### src/rtl/pps_pkg.sv
package pps_pkg;
  localparam int DREF_W = 7;
  localparam int LC_W   = 9;
  localparam int DOUT_W = 7;

  typedef struct packed {
    logic [DREF_W-1:0] dref;
    logic [LC_W-1:0]   lc;
    logic [DOUT_W-1:0] dout;
  } pll_set_t;

  typedef struct packed {
    logic     hit;
    pll_set_t set;
  } preset_t;

  function automatic pll_set_t mk_set(input int a, input int b, input int c);
    pll_set_t s;
    s.dref = DREF_W'(a);
    s.lc   = LC_W'(b);
    s.dout = DOUT_W'(c);
    return s;
  endfunction

  // Preset clocks, looked up by exact equality.
  function automatic preset_t preset_find(input logic [31:0] khz);
    preset_t r;
    r.hit = 1'b1;
    r.set = '0;
    case (khz)
      32'd25175:  r.set = mk_set(5, 107, 85);
      32'd25200:  r.set = mk_set(5, 63, 50);
      32'd27000:  r.set = mk_set(4, 54, 50);
      32'd40000:  r.set = mk_set(3, 36, 30);
      32'd65000:  r.set = mk_set(3, 39, 20);
      32'd74250:  r.set = mk_set(3, 49, 22);
      32'd108000: r.set = mk_set(5, 81, 15);
      32'd141750: r.set = mk_set(5, 78, 11);
      32'd148500: r.set = mk_set(3, 49, 11);
      32'd174500: r.set = mk_set(3, 89, 17);
      default:    r = '0;
    endcase
    return r;
  endfunction
endpackage

### src/rtl/pps_preset_rom.sv
module pps_preset_rom import pps_pkg::*; #(
  parameter int CLK_W = 20
) (
  input  logic             clk,
  input  logic             rst,
  input  logic             en,
  input  logic [CLK_W-1:0] key,
  output logic             hit,
  output pll_set_t         set
);
  preset_t rd;

  // Registered read port, ROM style.
  always_ff @(posedge clk) begin
    if (rst) begin
      rd <= '0;
    end else if (en) begin
      rd <= preset_find(32'(key));
    end
  end

  assign hit = rd.hit;
  assign set = rd.set;
endmodule

### src/rtl/pps_divider.sv
module pps_divider #(
  parameter int DW   = 26,
  parameter int VW   = 7,
  parameter int STEP = 2
) (
  input  logic          clk,
  input  logic          rst,
  input  logic          start,
  input  logic [DW-1:0] num,
  input  logic [VW-1:0] den,
  output logic          done,
  output logic [DW-1:0] quot
);
  localparam int ITERS = DW / STEP;
  localparam int CW    = $clog2(ITERS + 1);

  logic [DW-1:0] q, q_n, num_q;
  logic [VW-1:0] r, r_n, d;
  logic [CW-1:0] cnt;

  // STEP restoring steps per cycle.
  always_comb begin
    logic [VW:0] rs;
    q_n = q;
    r_n = r;
    for (int i = 0; i < STEP; i++) begin
      rs  = {r_n, q_n[DW-1]};
      q_n = {q_n[DW-2:0], 1'b0};
      if (rs >= {1'b0, d}) begin
        rs     = rs - {1'b0, d};
        q_n[0] = 1'b1;
      end
      r_n = rs[VW-1:0];
    end
  end

  always_ff @(posedge clk) begin
    if (rst) begin
      q     <= '0;
      r     <= '0;
      d     <= '0;
      num_q <= '0;
      cnt   <= '0;
      done  <= 1'b0;
    end else begin
      done <= 1'b0;
      if (start) begin
        q     <= num;
        num_q <= num;
        r     <= '0;
        d     <= den;
        cnt   <= CW'(ITERS);
      end else if (cnt != '0) begin
        q   <= q_n;
        r   <= r_n;
        cnt <= cnt - CW'(1);
        if (cnt == CW'(1)) done <= 1'b1;
      end
    end
  end

  assign quot = q;

  // quotient and remainder reconstruct the latched dividend.
  p_div_exact_r1: assert property (@(posedge clk) disable iff (rst)
    done |-> (({{VW{1'b0}}, q} * {{DW{1'b0}}, d}) + {{DW{1'b0}}, r} == {{VW{1'b0}}, num_q})
             && (r < d));
  p_done_pulse_r1: assert property (@(posedge clk) disable iff (rst)
    done |=> !done);
endmodule

### src/rtl/pps_best_track.sv
module pps_best_track import pps_pkg::*; #(
  parameter int DW  = 26,
  parameter int TOL = 1000
) (
  input  logic          clk,
  input  logic          rst,
  input  logic          clr,
  input  logic          eval,
  input  logic [DW-1:0] cand,
  input  logic [DW-1:0] req,
  input  pll_set_t      set_in,
  output logic [DW-1:0] diff,
  output logic          better,
  output logic          exact,
  output logic [DW-1:0] min_err,
  output pll_set_t      best
);
  assign diff   = (cand >= req) ? (cand - req) : (req - cand);
  assign better = diff < min_err;
  assign exact  = (diff == '0);

  always_ff @(posedge clk) begin
    if (rst || clr) begin
      min_err <= DW'(TOL);
      best    <= '0;
    end else if (eval && better) begin
      min_err <= diff;
      best    <= set_in;
    end
  end

  // the minimum never grows within a search, and equal errors keep the first triple.
  p_min_nonincr_r4: assert property (@(posedge clk) disable iff (rst)
    !clr |=> (min_err <= $past(min_err)));
  p_keep_first_r4: assert property (@(posedge clk) disable iff (rst)
    (eval && !better && !clr) |=> $stable(best));
endmodule

### src/rtl/pll_param_search.sv
module pll_param_search import pps_pkg::*; #(
  parameter int CLK_W     = 20,
  parameter int REF_W     = 17,
  parameter int STEP      = 2,
  parameter int TOL       = 1000,
  parameter int DOUT_MIN  = 6,
  parameter int DOUT_MAX  = 63,
  parameter int DREF_MIN  = 3,
  parameter int DREF_MAX  = 5,
  parameter int LC_MIN    = 6,
  parameter int LC_MAX    = 160,
  parameter int LC_LO_MUL = 12,
  parameter int LC_HI_MUL = 32
) (
  input  logic                  clk,
  input  logic                  rst,
  input  logic                  start,
  input  logic [CLK_W-1:0]      req_khz,
  input  logic [REF_W-1:0]      ref_khz,
  output logic                  busy,
  output logic                  done,
  output logic                  found,
  output logic [DREF_W-1:0]     div_ref,
  output logic [LC_W-1:0]       loopc,
  output logic [DOUT_W-1:0]     div_out,
  output logic [REF_W+LC_W-1:0] err_khz
);
  localparam int DW = REF_W + LC_W;

  typedef enum logic [2:0] {S_IDLE, S_LOOK, S_QREF, S_WREF, S_QCAND, S_WCAND} st_t;
  st_t st;

  logic [CLK_W-1:0]  req_q;
  logic [REF_W-1:0]  ref_q, base;
  logic [DOUT_W-1:0] dout;
  logic [DREF_W-1:0] dref;
  logic [LC_W-1:0]   lc, lc_first, lc_last;

  logic              tbl_hit;
  pll_set_t          tbl_set, cur, best, fin_set;
  logic              div_start, div_done;
  logic [DW-1:0]     div_num, quot, diff, min_err, fin_err;
  logic [DOUT_W-1:0] div_den;
  logic              better, exact, fin_ok, eval;
  logic              unused_q_hi;

  assign busy = (st != S_IDLE);
  assign cur  = '{dref: dref, lc: lc, dout: dout};

  // Legal multiplier window for the current reference divider.
  always_comb begin
    int lo, hi;
    lo = LC_LO_MUL * int'(dref);
    if (lo < LC_MIN) lo = LC_MIN;
    hi = LC_HI_MUL * int'(dref);
    if (hi > LC_MAX) hi = LC_MAX;
    lc_first = LC_W'(lo);
    lc_last  = LC_W'(hi);
  end

  pps_preset_rom #(.CLK_W(CLK_W)) u_rom (
    .clk (clk),
    .rst (rst),
    .en  (st == S_IDLE && start),
    .key (req_khz),
    .hit (tbl_hit),
    .set (tbl_set)
  );

  // One divider serves both the reference split and each candidate.
  assign div_start = (st == S_QREF) || (st == S_QCAND);
  assign div_num   = (st == S_QREF) ? DW'(ref_q)
                   : ({{LC_W{1'b0}}, base} * {{REF_W{1'b0}}, lc});
  assign div_den   = (st == S_QREF) ? DOUT_W'(dref) : dout;

  pps_divider #(.DW(DW), .VW(DOUT_W), .STEP(STEP)) u_div (
    .clk   (clk),
    .rst   (rst),
    .start (div_start),
    .num   (div_num),
    .den   (div_den),
    .done  (div_done),
    .quot  (quot)
  );

  assign unused_q_hi = |quot[DW-1:REF_W];
  assign eval        = (st == S_WCAND) && div_done;

  pps_best_track #(.DW(DW), .TOL(TOL)) u_best (
    .clk     (clk),
    .rst     (rst),
    .clr     (st == S_LOOK),
    .eval    (eval),
    .cand    (quot),
    .req     (DW'(req_q)),
    .set_in  (cur),
    .diff    (diff),
    .better  (better),
    .exact   (exact),
    .min_err (min_err),
    .best    (best)
  );

  // Outcome of the last candidate of a full sweep.
  always_comb begin
    fin_err = better ? diff : min_err;
    fin_ok  = fin_err < DW'(TOL);
    fin_set = fin_ok ? (better ? cur : best) : '0;
  end

  always_ff @(posedge clk) begin
    if (rst) begin
      st      <= S_IDLE;
      req_q   <= '0;
      ref_q   <= '0;
      base    <= '0;
      dout    <= '0;
      dref    <= '0;
      lc      <= '0;
      done    <= 1'b0;
      found   <= 1'b0;
      div_ref <= '0;
      loopc   <= '0;
      div_out <= '0;
      err_khz <= '0;
    end else begin
      done <= 1'b0;
      case (st)
        S_IDLE: if (start) begin
          req_q <= req_khz;
          ref_q <= ref_khz;
          st    <= S_LOOK;
        end
        S_LOOK: if (tbl_hit) begin
          done    <= 1'b1;
          found   <= 1'b1;
          div_ref <= tbl_set.dref;
          loopc   <= tbl_set.lc;
          div_out <= tbl_set.dout;
          err_khz <= '0;
          st      <= S_IDLE;
        end else begin
          dout <= DOUT_W'(DOUT_MIN);
          dref <= DREF_W'(DREF_MIN);
          st   <= S_QREF;
        end
        S_QREF: st <= S_WREF;
        S_WREF: if (div_done) begin
          base <= quot[REF_W-1:0];
          lc   <= lc_first;
          st   <= S_QCAND;
        end
        S_QCAND: st <= S_WCAND;
        S_WCAND: if (div_done) begin
          if (better && exact) begin
            done    <= 1'b1;
            found   <= 1'b1;
            div_ref <= dref;
            loopc   <= lc;
            div_out <= dout;
            err_khz <= '0;
            st      <= S_IDLE;
          end else if (lc != lc_last) begin
            lc <= lc + LC_W'(1);
            st <= S_QCAND;
          end else if (dref != DREF_W'(DREF_MAX)) begin
            dref <= dref + DREF_W'(1);
            st   <= S_QREF;
          end else if (dout != DOUT_W'(DOUT_MAX)) begin
            dout <= dout + DOUT_W'(1);
            dref <= DREF_W'(DREF_MIN);
            st   <= S_QREF;
          end else begin
            done    <= 1'b1;
            found   <= fin_ok;
            div_ref <= fin_set.dref;
            loopc   <= fin_set.lc;
            div_out <= fin_set.dout;
            err_khz <= fin_err;
            st      <= S_IDLE;
          end
        end
        default: st <= S_IDLE;
      endcase
    end
  end

  // sweep indices stay inside their ranges while a candidate is evaluated.
  p_sweep_range_r2: assert property (@(posedge clk) disable iff (rst)
    (st == S_WCAND) |-> (int'(dout) >= DOUT_MIN && int'(dout) <= DOUT_MAX
                         && int'(dref) >= DREF_MIN && int'(dref) <= DREF_MAX));
  // the multiplier respects the window coupled to the reference divider.
  p_lc_window_r3: assert property (@(posedge clk) disable iff (rst)
    (st == S_WCAND) |-> (int'(lc) >= LC_LO_MUL * int'(dref)
                         && int'(lc) <= LC_HI_MUL * int'(dref)));
  p_found_tol_r5: assert property (@(posedge clk) disable iff (rst)
    (done && found) |-> (err_khz < DW'(TOL)));
  p_fail_shape_r6: assert property (@(posedge clk) disable iff (rst)
    (done && !found) |-> (err_khz == DW'(TOL) && div_ref == '0 && loopc == '0 && div_out == '0));
  p_ignore_busy_r9: assert property (@(posedge clk) disable iff (rst)
    (busy && start) |=> ($stable(req_q) && $stable(ref_q)));
  p_hold_result_r10: assert property (@(posedge clk) disable iff (rst)
    !done |-> ($stable(found) && $stable(div_ref) && $stable(loopc)
               && $stable(div_out) && $stable(err_khz)));
  p_done_idle_r10: assert property (@(posedge clk) disable iff (rst)
    done |-> !busy);
endmodule

### config.mk
export PLATFORM = sky130hd
export DESIGN_NAME = pll_param_search
export DESIGN_NICKNAME = d
export VERILOG_FILES = /design/src/rtl/pps_pkg.sv /design/src/rtl/pps_preset_rom.sv /design/src/rtl/pps_divider.sv /design/src/rtl/pps_best_track.sv /design/src/rtl/pll_param_search.sv
export SDC_FILE = /design/constraint.sdc
export NUM_CORES = 1
export LEC_CHECK = 0
export BUFFER_PORTS_ARGS = -buffer_cell sky130_fd_sc_hd__buf_4
export CAP_MARGIN = 5
export CORE_MARGIN = 8
export CORE_UTILIZATION = 45
export DETAILED_ROUTE_END_ITERATION = 6
export SKIP_LAST_GASP = 1
export SLEW_MARGIN = 20
export SYNTH_ARGS = -nofsm -noshare
export SYNTH_HDL_FRONTEND = slang
export SYNTH_HIERARCHICAL = 1
export SYNTH_SLANG_ARGS = --single-unit
### constraint.sdc
create_clock -name clk -period 17.4 [get_ports clk]
set_clock_uncertainty 0.15 [all_clocks]
set_input_delay 2.61 -clock clk [delete_from_list [all_inputs] [get_ports clk]]
set_output_delay 2.61 -clock clk [all_outputs]
set_load 0.02 [all_outputs]
==> results of run 1 <==
==> layer usage <==
| metal | vias up | wire length, µm | global-route usage, % |
|---|---|---|---|
| met2 | 606 | 30800 | 39.2 |
| met3 | 113 | 4180 | 3.21 |
| met1 | 9205 | 29700 | 33.0 |
| met4 | 0 | 2060 | 7.93 |
| li1 | 8984 | - | - |
| met5 | - | 0 | 0 |
==> per-stage QoR <==
step                hold WS [ns]  setup WS [ns]  cell area, µm²  std cells
finish                     0.300           9.51           23000       3287
CTS                        0.302           9.59           23000       3287
floorplan                  0.287          11.26           21100       2680
detailed placement         0.295           9.58           21900       3233
global placement           0.295           9.78           21900       3233
global route               0.317           8.92           23000       3287
==> cells by family after synthesis <==
group | count (synthesis) | synth area share (%)
other cells | 2 | 0.0358
compound gates | 563 | 17.8
flops | 243 | 23.2
simple gates | 994 | 22.7
fa+ha+maj | 266 | 19.8
mux | 115 | 5.77
buf+inv | 427 | 8.36
xor+xnor | 55 | 2.29
==> state kept, by name (all words and copies together), names as in the netlist <==
signal and cells:
req_q 20, u_div/d 7, u_div/r 7, div_out 7, dout 7, err_khz 26
u_div/quot 26, dref 7, u_div/done 1, done 1, u_rom/hit 1, st 3
found 1, lc 9, u_rom/set 17, ref_q 17, u_best/best 23, u_best/min_err 26
u_div/cnt 4, loopc 9, div_ref 7, base 17
==> cell type report <==
cell class	instances	area, µm²
Fill cell	4542	23300
Inverter	260	976
Clock buffer	39	825
Clock inverter	15	235
Multi-Input combinational cell	2010	14500
Sequential cell	243	4860
Timing Repair Buffer	113	852
Tap cell	607	759
==> synth_stat cells (all sizes together) (4+ instances only) <==
cell type,instances
nor2b,17
nand4b,6
a21o,47
dfxtp,243
clkbuf,107
nand2,372
nand3b,5
nor3b,5
and4,5
buf,60
a221oi,12
nand4,28
fa,111
xnor2,35
a31oi,17
a211oi,47
mux2,42
nor4,25
o211ai,9
and3,18
o21bai,10
o32ai,5
xor2,20
nor3,59
nor2,242
o21ai,78
or2,7
a22oi,4
mux2i,73
o31a,6
a21boi,7
a21oi,230
nand3,46
o21a,16
nor4b,8
o31ai,9
inv,260
nand2b,28
a221o,4
and2,100
or3,11
ha,155
o311ai,7
a311oi,24
==> worst max-delay path: cells and delay by family (launching register included) <==
family          cells  cell delay, ns
flops               1            0.41
compound gates      8            2.68
simple gates       10            3.15
xor+xnor            1            0.49
fa+ha+maj           2            0.77
buf+inv             1            0.07
==> path summary, 6_finish.rpt <==
kind                               start                  endpoint  slack [ns]  cells after the start
max          u_div/quot[16]$_SDFFE_PP0P_  err_khz[15]$_SDFFE_PP0P_        9.51                     22
min reg2reg      err_khz[2]$_SDFFE_PP0P_   err_khz[2]$_SDFFE_PP0P_        0.30                      2
max reg2reg  u_div/quot[16]$_SDFFE_PP0P_  err_khz[15]$_SDFFE_PP0P_        9.51                     22
min              err_khz[2]$_SDFFE_PP0P_   err_khz[2]$_SDFFE_PP0P_        0.30                      2
==> report_power, final <==
part	switching (mW)	total (mW)	internal, mW	leakage (nW)
clock network	0.266	0.675	0.409	0.519
logic	0.532	0.846	0.314	7.60
registers	0.0324	0.617	0.584	1.97
==> results by group, run 1 <==
STA
  • Max Slew Vio Count: 0
  • Final Cycle Share: between 40% and 50%
  • Min Clock Period, post-route: between 7 and 8 ns
  • F_max: between 100 and 150 MHz
  • Actual slew at the worst max-slew pin: 1.17 ns
  • Setup TNS: 0 ns
  • RSZ-0062 raised after global routing: false
  • Finish-stage setup viols: 0
  • Final Hold Fails: 0
  • Slew headroom: 21.7%

Die
  • I/O pin count: 92
  • FP Rows: 79
  • Die width: 232 µm
  • Die Y-Extent: 232 µm
  • Die area: 53,800 µm²
  • Initial Util: a little under half
  • Total core area: 46,300 µm²

CTS
  • CTS H-tree depth: 1
  • Reg clk slew, reported paths: 0.06 ns
  • Clk_lat worst skew: 0.59 ns
  • Worst-case clock buffer depth: 3
  • CTS tree: done
  • Total CTS buffers: 30
  • Post-cts gate resize count: 0
  • Clock Root Buffer: clkbuf_16
  • Postcts setup bufs: 0
  • CTS Hold Bufs: 0
  • Clock sink count: 243

Global route
  • Initial antenna violation count: 0
  • GRT Resource Usage Total: 24.2%
  • Global-route wire length before repair: 105 mm
  • Pin count of the biggest net entering global routing: roughly 100
  • Remaining Overflow, GRT: 0
  • Number of global-route vias before repair: 18,500

Synthesis
  • Area leader, netlist: dfxtp_1
  • Post-synthesis sequential area ratio: 23.2%
  • Post-synth EDFFs: 0
  • Syn avg cell area: 7.88 µm²
  • Async S/R FF share, synth: 0%
  • Mapped Area: between 20,000 and 25,000 µm²
  • Synth top area share: between 20% and 30%
  • Synth warnings: 6
  • Yosys reg bits: 243
  • Top_reg_cell synth: dfxtp_1
  • Synth Instances: 2,665
  • Yosys cell types: a little over 100
  • Synth area leaders: dfxtp_1 23%, fa_1 11%, ha_1 9.2%

Layout
  • Share of cells above drive strength 1: between 10% and 20%
  • Nets: around 3,000
  • Fin util: 49.7%
  • Syn-to-layout area delta: 9.50%
  • Most common cell after layout, fill and taps aside: nand2_1
  • Ant diodes: 0
  • Commonest non-fill, non-tap cells in the layout: 370 x nand2_1, 259 x inv_1, 243 x dfxtp_1

Worst setup path
  • CP max stage delay: 0.93 ns
  • Slowest stage cell, crit path: o31ai_2
  • Arrival time at the worst endpoint: 8.18 ns
  • Element type at the critical path end: flop
  • Crit-path max FO: 33
  • Worst EP required: between 15 and 20 ns
  • Startpoint Class: flop
  • Critical path's most frequent cell: nand2_1
  • Critical Path, Cell by Cell: inv_1 -> ha_1 -> nand2_1 -> o21ai_1 -> a211oi_2 -> o31ai_2 -> nor2_1 -> o311ai_1 -> a21oi_1 -> xnor2_1 -> ha_1 -> nand4_1 -> nor4_1 -> nand3_1 -> a21o_1 -> nor3b_2 -> nand2_1 -> nand2_1 -> a31oi_1 -> or3_1 -> or3_1 -> a21oi_1
  • Kind of critical path: reg -> reg

Pwr
  • Pwr/cell area: 93.0 nW/µm²
  • Peak supply drop: 0.105 mV
  • P_leak: 10.1 nW
  • Pwr Total: 2.14 mW

Detailed routing
  • Drt via density: 5.75
  • # DRC: 0
  • Final ANT Viol Nets: 0
  • DR iter-0 viols: 1,353
  • Via count: 18,900
  • WL final: between 60 and 70 mm
  • Routed len/inst: 20.3 µm
  • DRT Pass-1 Iters: 7

Min path
  • Hold WC Path Type: reg -> reg

Place
  • HPWL after DPL: 51.1 mm
  • Gpl congestion: 0.948
  • # port buffers: 91

Status
  • Status: complete, no violations

Run
  • MaxCap Viol Count: 0
(Power assumes the default switching activity.)
==> inputs of run 2 (changes only) <==
- ABC_AREA: default -> 1
- clock period: 17.4 -> 8 ns (I/O delays scaled with it)
==> run 2 against run 1 <==
Effect of this change:
- die area is 11% higher
- first-iteration DRC count up 18%
- cell count increased by 36%
- critical path type unchanged
- largest cell class unchanged
==> results by group, run 2 <==
Status
  • Status: complete, no violations

Layout
  • Filler Cells Inserted: 5,499 (+21%)
  • Commonest non-fill, non-tap cells in the layout: 1,088 x nand2_1, 674 x inv_1, 336 x nor2_1
  • Post-route cell area: 25,600 µm² (+11%)
  • Most common cell after layout, fill and taps aside: nand2_1
  • Register Area: 4860 µm² (unchanged)
  • Ant diodes: 0 (unchanged)
  • Cell Count, Final, Fillers Out: 4,463 (+36%)
  • Share of cells above drive strength 1: 8.59% (-1.4 points)
  • Syn-to-layout area delta: 8.84%
  • Nets: 4,067 (+37%)
  • Area of the multi-input gates: 15,300 µm² (+5.7%)

Die
  • Total core area: 51,500 µm² (+11%)
  • I/O pin count: 92 (unchanged)
  • FP Rows: 83 (+5.1%)
  • Initial Util: 45.6% (+0.25 points)
  • Die area: 59,800 µm² (+11%)
  • Die width: 245 µm (+5.4%)
  • Die Y-Extent: 245 µm (+5.4%)

Min path
  • Hold WC Path Type: reg -> reg
  • Worst Hold Path Cells: 2 (unchanged)
  • Hold EP: ref_q[2]$_SDFFE_PP0P_
  • Hold path startpoint: ref_q[2]$_SDFFE_PP0P_

Detailed routing
  • Final ANT Viol Nets: 0 (unchanged)
  • DR iter-0 viols: 1,590 (+18%)
  • Routed len/inst: 17.2 µm (-15%)
  • # DRC: 0 (unchanged)
  • WL final: 76.9 mm (+15%)
  • DRT Pass-1 Iters: 6 (-1)
  • Via count: 23,000 (+22%)
  • Drt via density: 5.15 (-11%)

Worst setup path
  • Startpoint Class: flop
  • Arrival time at the worst endpoint: 6.78 ns (-1.40 ns)
  • CP max stage delay: 0.57 ns (-0.36 ns)
  • R2r startpoint: u_div/quot[13]$_SDFFE_PP0P_
  • Reg2Reg Setup Slack: 1.60 ns (-7.90 ns)
  • Worst EP required: 8.38 ns (-9.31 ns)
  • Critical path's most frequent cell: nand2_1
  • Kind of critical path: reg -> reg
  • Crit-path max FO: 55 (+67%)
  • R2R Path End: loopc[6]$_SDFFE_PP0P_
  • Reg2Reg Depth: 33 (+50%)
  • Slowest stage cell, crit path: and2_1
  • Element type at the critical path end: flop

Synthesis
  • Post-synth top cells: 1,088 x nand2_1, 676 x inv_1, 338 x nor2_1, 243 x dfxtp_1, 236 x a21oi_1
  • Syn avg cell area: 6.27 µm² (-20%)
  • Yosys cell types: 59 (-43%)
  • Async S/R FF share, synth: 0% (unchanged)
  • Post-synthesis sequential area ratio: 20.7% (-2.5 points)
  • Synth area leaders: dfxtp_1 21%, nand2_1 17%, inv_1 11%
  • Post-synth EDFFs: 0 (unchanged)
  • Yosys reg bits: 243 (unchanged)
  • Most frequent cell after synthesis: nand2_1
  • Synth warnings: 6 (unchanged)
  • Synth top area share: 20.7% (-2.5 points)
  • Synth Instances: 3,752 (+41%)
  • Mapped Area: 23,500 µm² (+12%)
  • Area leader, netlist: dfxtp_1
  • Top_reg_cell synth: dfxtp_1

STA
  • F_max: 156 MHz (+23%)
  • Setup TNS: 0 ns (unchanged)
  • Final Cycle Share: 79.9% (+35 points)
  • RSZ-0062 raised after global routing: false
  • Finish-stage setup viols: 0 (unchanged)
  • Actual slew at the worst max-slew pin: 0.957 ns (-0.209 ns)
  • Slew headroom: 36.1% (+14 points)
  • Max Slew Vio Count: 0 (unchanged)
  • Hold slack: 0.303 ns (+0.00275 ns)
  • Final Hold Fails: 0 (unchanged)
  • Min Clock Period, post-route: 6.40 ns (-1.50 ns)

CTS
  • CTS Hold Bufs: 0 (unchanged)
  • Clock Root Buffer: clkbuf_16
  • Clock sink count: 243 (unchanged)
  • Reg clk slew, reported paths: 0.06 ns (about the same)
  • Post-cts gate resize count: 0 (unchanged)
  • Postcts setup bufs: 0 (unchanged)
  • Clk_lat worst skew: 0.60 ns (about the same)
  • Worst-case clock buffer depth: 3 (unchanged)
  • Total CTS buffers: 30 (unchanged)
  • CTS H-tree depth: 1 (unchanged)
  • CTS tree: done

Run
  • MaxCap Viol Count: 0 (unchanged)

Global route
  • GRT Resource Usage Total: 24.9% (+0.67 points)
  • Met2 GRT Util: 39.9% (+0.67 points)
  • Initial antenna violation count: 1 (+1)
  • Pin count of the biggest net entering global routing: 81 (-21%)
  • Met1 usage: 33.8% (+0.79 points)
  • Global-route wire length before repair: 120 mm (+15%)
  • GR met3 Demand/Resource: 3.85% (+0.64 points)
  • Global route hottest layer: met2
  • Number of global-route vias before repair: 21,800 (+18%)
  • Remaining Overflow, GRT: 0 (unchanged)

Place
  • HPWL after DPL: 60.7 mm (+19%)
  • Placed insts: 4,409 (+36%)
  • # port buffers: 91 (unchanged)
  • Dpl cell area: 24,600 µm² (+12%)
  • Gpl congestion: 1.01 (+6.2%)

Pwr
  • Comb power frac: 60.8% (+21 points)
  • Pwr/cell area: 294 nW/µm² (+220%)
  • P_sw: 3.92 mW (+370%)
  • Clk pwr share: 18.5% (-13 points)
  • Pwr Total: 7.52 mW (+250%)
  • Internal Power: 3.60 mW (+180%)
  • Seq pwr share: 20.7% (-8.1 points)
  • Peak supply drop: 0.265 mV (+150%)
  • P_leak: 13.5 nW (+34%)
  • Sw Ratio: 52.1% (+13 points)
==> run 2: cell types whose count changed after synthesis, sizes merged, moves of 48 or more <==
cell / delta
nand3: +142
nand4: +48
o21ai: +124
mux2i: -73
nor2: +132
inv: +446
and2: -98
nand2: +760
==> run 2: metal layers <==
| layer | vias to the layer above | share of wire (%) |
|---|---|---|
| met1 | 10600 | 46 |
| li1 | 11600 | - |
| met2 | 699 | 44 |
| met4 | 2 | 3.4 |
| met5 | - | 0.017 |
| met3 | 147 | 6.6 |
==> run 2: kinds of logic (layout without fill, tap and decap cells) <==
logic type,after synthesis,count (layout),synth area share [%]
flops,243,243,20.7
simple gates,1802,1802,33.0
other cells,2,17,0.0319
buf+inv,866,882,14.5
fa+ha+maj,266,266,17.7
compound gates,531,531,12.4
xor+xnor,42,42,1.56
==> run 2: metrics by stage <==
stage	worst slack, ns	utilization (%)
3_5_place_dp	1.74	47.7
3_3_place_gp	1.80	47.7
5_1_grt	0.922	49.7
2_1_floorplan	2.89	-
4_1_cts	1.73	49.7
6_report	1.60	49.7
==> run 2: final cells by class <==
cell class / instances / share of cell area (%)
tap: 680 / 3.32
clock inverter: 11 / 0.430
timing repair buffer: 118 / 3.46
multi-input combinational: 2658 / 59.8
sequential: 243 / 19.0
clock buffer: 43 / 3.55
inverter: 710 / 10.4
==> run 2: critical path, delay by kind of cell, from the launching register on <==
family          cells  cell delay, ns
compound gates      4            0.64
flops               1            0.48
buf+inv             5            1.00
simple gates       22            3.35
fa+ha+maj           2            0.70
==> run 2: how the worst max path moves through the flow <==
stage                                             end                   startpoint
after CTS                       loopc[6]$_SDFFE_PP0P_  u_div/quot[13]$_SDFFE_PP0P_
after floorplan           u_div/quot[15]$_SDFFE_PP0P_           lc[8]$_SDFFE_PP0P_
after global routing            loopc[6]$_SDFFE_PP0P_  u_div/quot[13]$_SDFFE_PP0P_
after detailed placement      div_ref[2]$_SDFFE_PP0P_  u_div/quot[13]$_SDFFE_PP0P_
after global placement        div_ref[6]$_SDFFE_PP0P_  u_div/quot[13]$_SDFFE_PP0P_
final                           loopc[6]$_SDFFE_PP0P_  u_div/quot[13]$_SDFFE_PP0P_
==> run 2: power by group through the flow <==
stage | logic, mW | clock network, mW | registers, mW
2_1_floorplan | 3.37 | 0 | 1.48
3_3_place_gp | 4.52 | 0 | 1.57
5_1_grt | 5.11 | 1.48 | 1.57
6_report | 4.57 | 1.39 | 1.55
4_1_cts | 4.51 | 1.43 | 1.55
3_5_place_dp | 4.48 | 0 | 1.57
==> inputs of run 3 (changes only) <==
- clock period: 8 -> 5.2 ns (I/O delays scaled with it)
==> run 3 against run 2 <==
Effect of this change:
- register-to-register slack worse by 1.4 ns
- first-iteration DRC count up 13%
- flip-flop and latch count is the same
- critical path depth fell by 15
- sequential power up 50%
- largest cell class unchanged
==> results by group, run 3 (same netlist as run 2, synthesis figures left out) <==
CTS
  • CTS H-tree depth: 1 (unchanged)
  • Clock Root Buffer: clkbuf_16
  • Clock sink count: 243 (unchanged)
  • Clk_lat worst skew: 0.60 ns (about the same)
  • CTS tree: done
  • Total CTS buffers: 31 (+3.3%)
  • Worst-case clock buffer depth: 3 (unchanged)
  • Reg clk slew, reported paths: 0.06 ns (about the same)

Min path
  • Hold WC Path Type: in -> reg
  • Hold path startpoint: ref_khz[8]

Layout
  • Cell Count, Final, Fillers Out: 4,631 (+3.8%)
  • Post-route cell area: 27,400 µm² (+7.1%)
  • Most common cell after layout, fill and taps aside: nand2_1
  • Nets: 4,230 (+4.0%)
  • Fin util: 53.2% (+3.5 points)
  • Syn-to-layout area delta: 16.6%
  • Commonest non-fill, non-tap cells in the layout: 1,074 x nand2_1, 674 x inv_1, 325 x nor2_1
  • Share of cells above drive strength 1: 14.9% (+6.3 points)

Die
  • FP Rows: 83 (unchanged)
  • Total core area: 51,500 µm² (unchanged)
  • Die Y-Extent: 245 µm (unchanged)
  • Die width: 245 µm (unchanged)
  • I/O pin count: 92 (unchanged)
  • Initial Util: 45.6% (unchanged)
  • Die area: 59,800 µm² (unchanged)

STA
  • Max Slew Vio Count: 0 (unchanged)
  • Actual slew at the worst max-slew pin: 0.986 ns (+0.0291 ns)
  • Finish-stage setup viols: 0 (unchanged)
  • RSZ-0062 raised after global routing: true
  • F_max: 201 MHz (+29%)
  • Min Clock Period, post-route: 4.97 ns (-1.43 ns)
  • Final Hold Fails: 0 (unchanged)
  • Final worst slack: 0.232 ns (-1.37 ns)
  • Final Cycle Share: 95.5% (+16 points)
  • Slew headroom: 34.3% (-1.8 points)

Global route
  • Global-route wire length before repair: 123 mm (+2.3%)
  • Met1 usage: 34.6% (+0.81 points)
  • Number of global-route vias before repair: 22,300 (+2.4%)
  • GR met3 Demand/Resource: 3.27% (-0.58 points)
  • Met2 GRT Util: 40.8% (+0.93 points)
  • Global route hottest layer: met2
  • Remaining Overflow, GRT: 0 (unchanged)
  • Initial antenna violation count: 0 (-1)
  • GRT Resource Usage Total: 25.2% (+0.36 points)
  • Pin count of the biggest net entering global routing: 53 (-35%)

Detailed routing
  • WL final: 78.3 mm (+1.8%)
  • Routed len/inst: 16.9 µm (-1.9%)
  • Via count: 23,600 (+2.7%)
  • # DRC: 0 (unchanged)
  • Drt via density: 5.09 (-1.0%)
  • Final ANT Viol Nets: 0 (unchanged)
  • DRT Pass-1 Iters: 6 (unchanged)
  • DR iter-0 viols: 1,799 (+13%)

Pwr
  • Pwr/cell area: 453 nW/µm² (+54%)
  • Peak supply drop: 0.901 mV (+240%)
  • Pwr Total: 12.4 mW (+65%)
  • P_leak: 14.4 nW (+6.7%)

Worst setup path
  • Startpoint Class: flop
  • Worst EP required: 5.49 ns (-2.89 ns)
  • Reg2Reg Setup Slack: 0.23 ns (-1.37 ns)
  • Arrival time at the worst endpoint: 5.26 ns (-1.52 ns)
  • Crit-path max FO: 6 (-89%)
  • R2r startpoint: base[13]$_SDFFE_PP0P_
  • Critical Path Source: base[13]$_SDFFE_PP0P_
  • Kind of critical path: reg -> reg
  • Element type at the critical path end: flop

Place
  • HPWL after DPL: 62.0 mm (+2.2%)
  • Dpl cell area: 25,900 µm² (+5.3%)
  • Gpl congestion: 0.990 (-1.6%)
  • # port buffers: 91 (unchanged)
  • Placed insts: 4,564 (+3.5%)
  • Pre-CTS setup slack: -0.0414 ns (-1.78 ns)

Run
  • MaxCap Viol Count: 0 (unchanged)

Status
  • Status: complete, no violations
-- run 3: cell count changes in the layout (fill, tap and decap cells not counted), sizes merged --
cell,change
diode,+2
inv,+1
clkinvlp,+4
bufinv,+4
buf,+160
nand3,+1
clkbuf,-4
-- run 3: timing repair --
item | 4_1_cts | 5_1_grt
gates resized for setup | 3 | 117
gates cloned | 0 | 2
hold buffers | 0 | 0
pin swaps | 0 | 5
buffers inserted | 0 | 5
endpoints found under the setup margin | 5 | 121
-- run 3: final timing paths --
kind / endpoint / cells after the start
worst max register to register: u_div/quot[16]$_SDFFE_PP0P_ / 18
worst min-delay path: ref_q[8]$_SDFFE_PP0P_ / 3
worst min register to register: ref_q[7]$_SDFFE_PP0P_ / 2
worst max-delay path: u_div/quot[16]$_SDFFE_PP0P_ / 18
-- run 3: cell type report --
| cell class | count | area [µm²] |
|---|---|---|
| Antenna cell | 2 | 5.00 |
| Clock inverter | 20 | 251 |
| Multi-Input combinational cell | 2659 | 15600 |
| Clock buffer | 38 | 842 |
| Tap cell | 680 | 851 |
| Fill cell | 5342 | 24100 |
| Inverter | 710 | 2680 |
| Sequential cell | 243 | 4900 |
| Timing Repair Buffer | 279 | 2270 |
-- run 3: power by group --
| group | switching [mW] | internal [mW] |
|---|---|---|
| registers | 0.244 | 2.09 |
| logic | 5.09 | 2.67 |
| clock network | 0.939 | 1.40 |
| total | 6.27 | 6.16 |
-- run 3: metrics by stage --
step | hold slack (ns) | TNS (ns)
after floorplan | 0.275 | 0
after global placement | 0.292 | -0.232
after detailed placement | 0.288 | -0.0838
after CTS | 0.226 | 0
after global routing | 0.251 | -0.120
final | 0.256 | 0
-- run 3: worst max-delay path: stages (launching register included) --
cell	delay, ns
dfxtp_1	0.53
nand2_1	0.13
fa_1	0.54
inv_1	0.06
fa_1	0.49
fa_1	0.49
inv_1	0.05
fa_1	0.53
inv_1	0.05
ha_1	0.32
nand2_1	0.13
nor4_2	0.27
buf_4	0.15
a21oi_1	0.07
or2_2	0.29
nand3_1	0.10
o21ai_0	0.10
a22oi_1	0.21
a21oi_1	0.15
-- run 3: metal layers --
metal	share of wire, %	up-vias
li1	-	11900
met1	46	10900
met2	44	688
met3	6.3	132
met4	3.5	0
met5	0	-
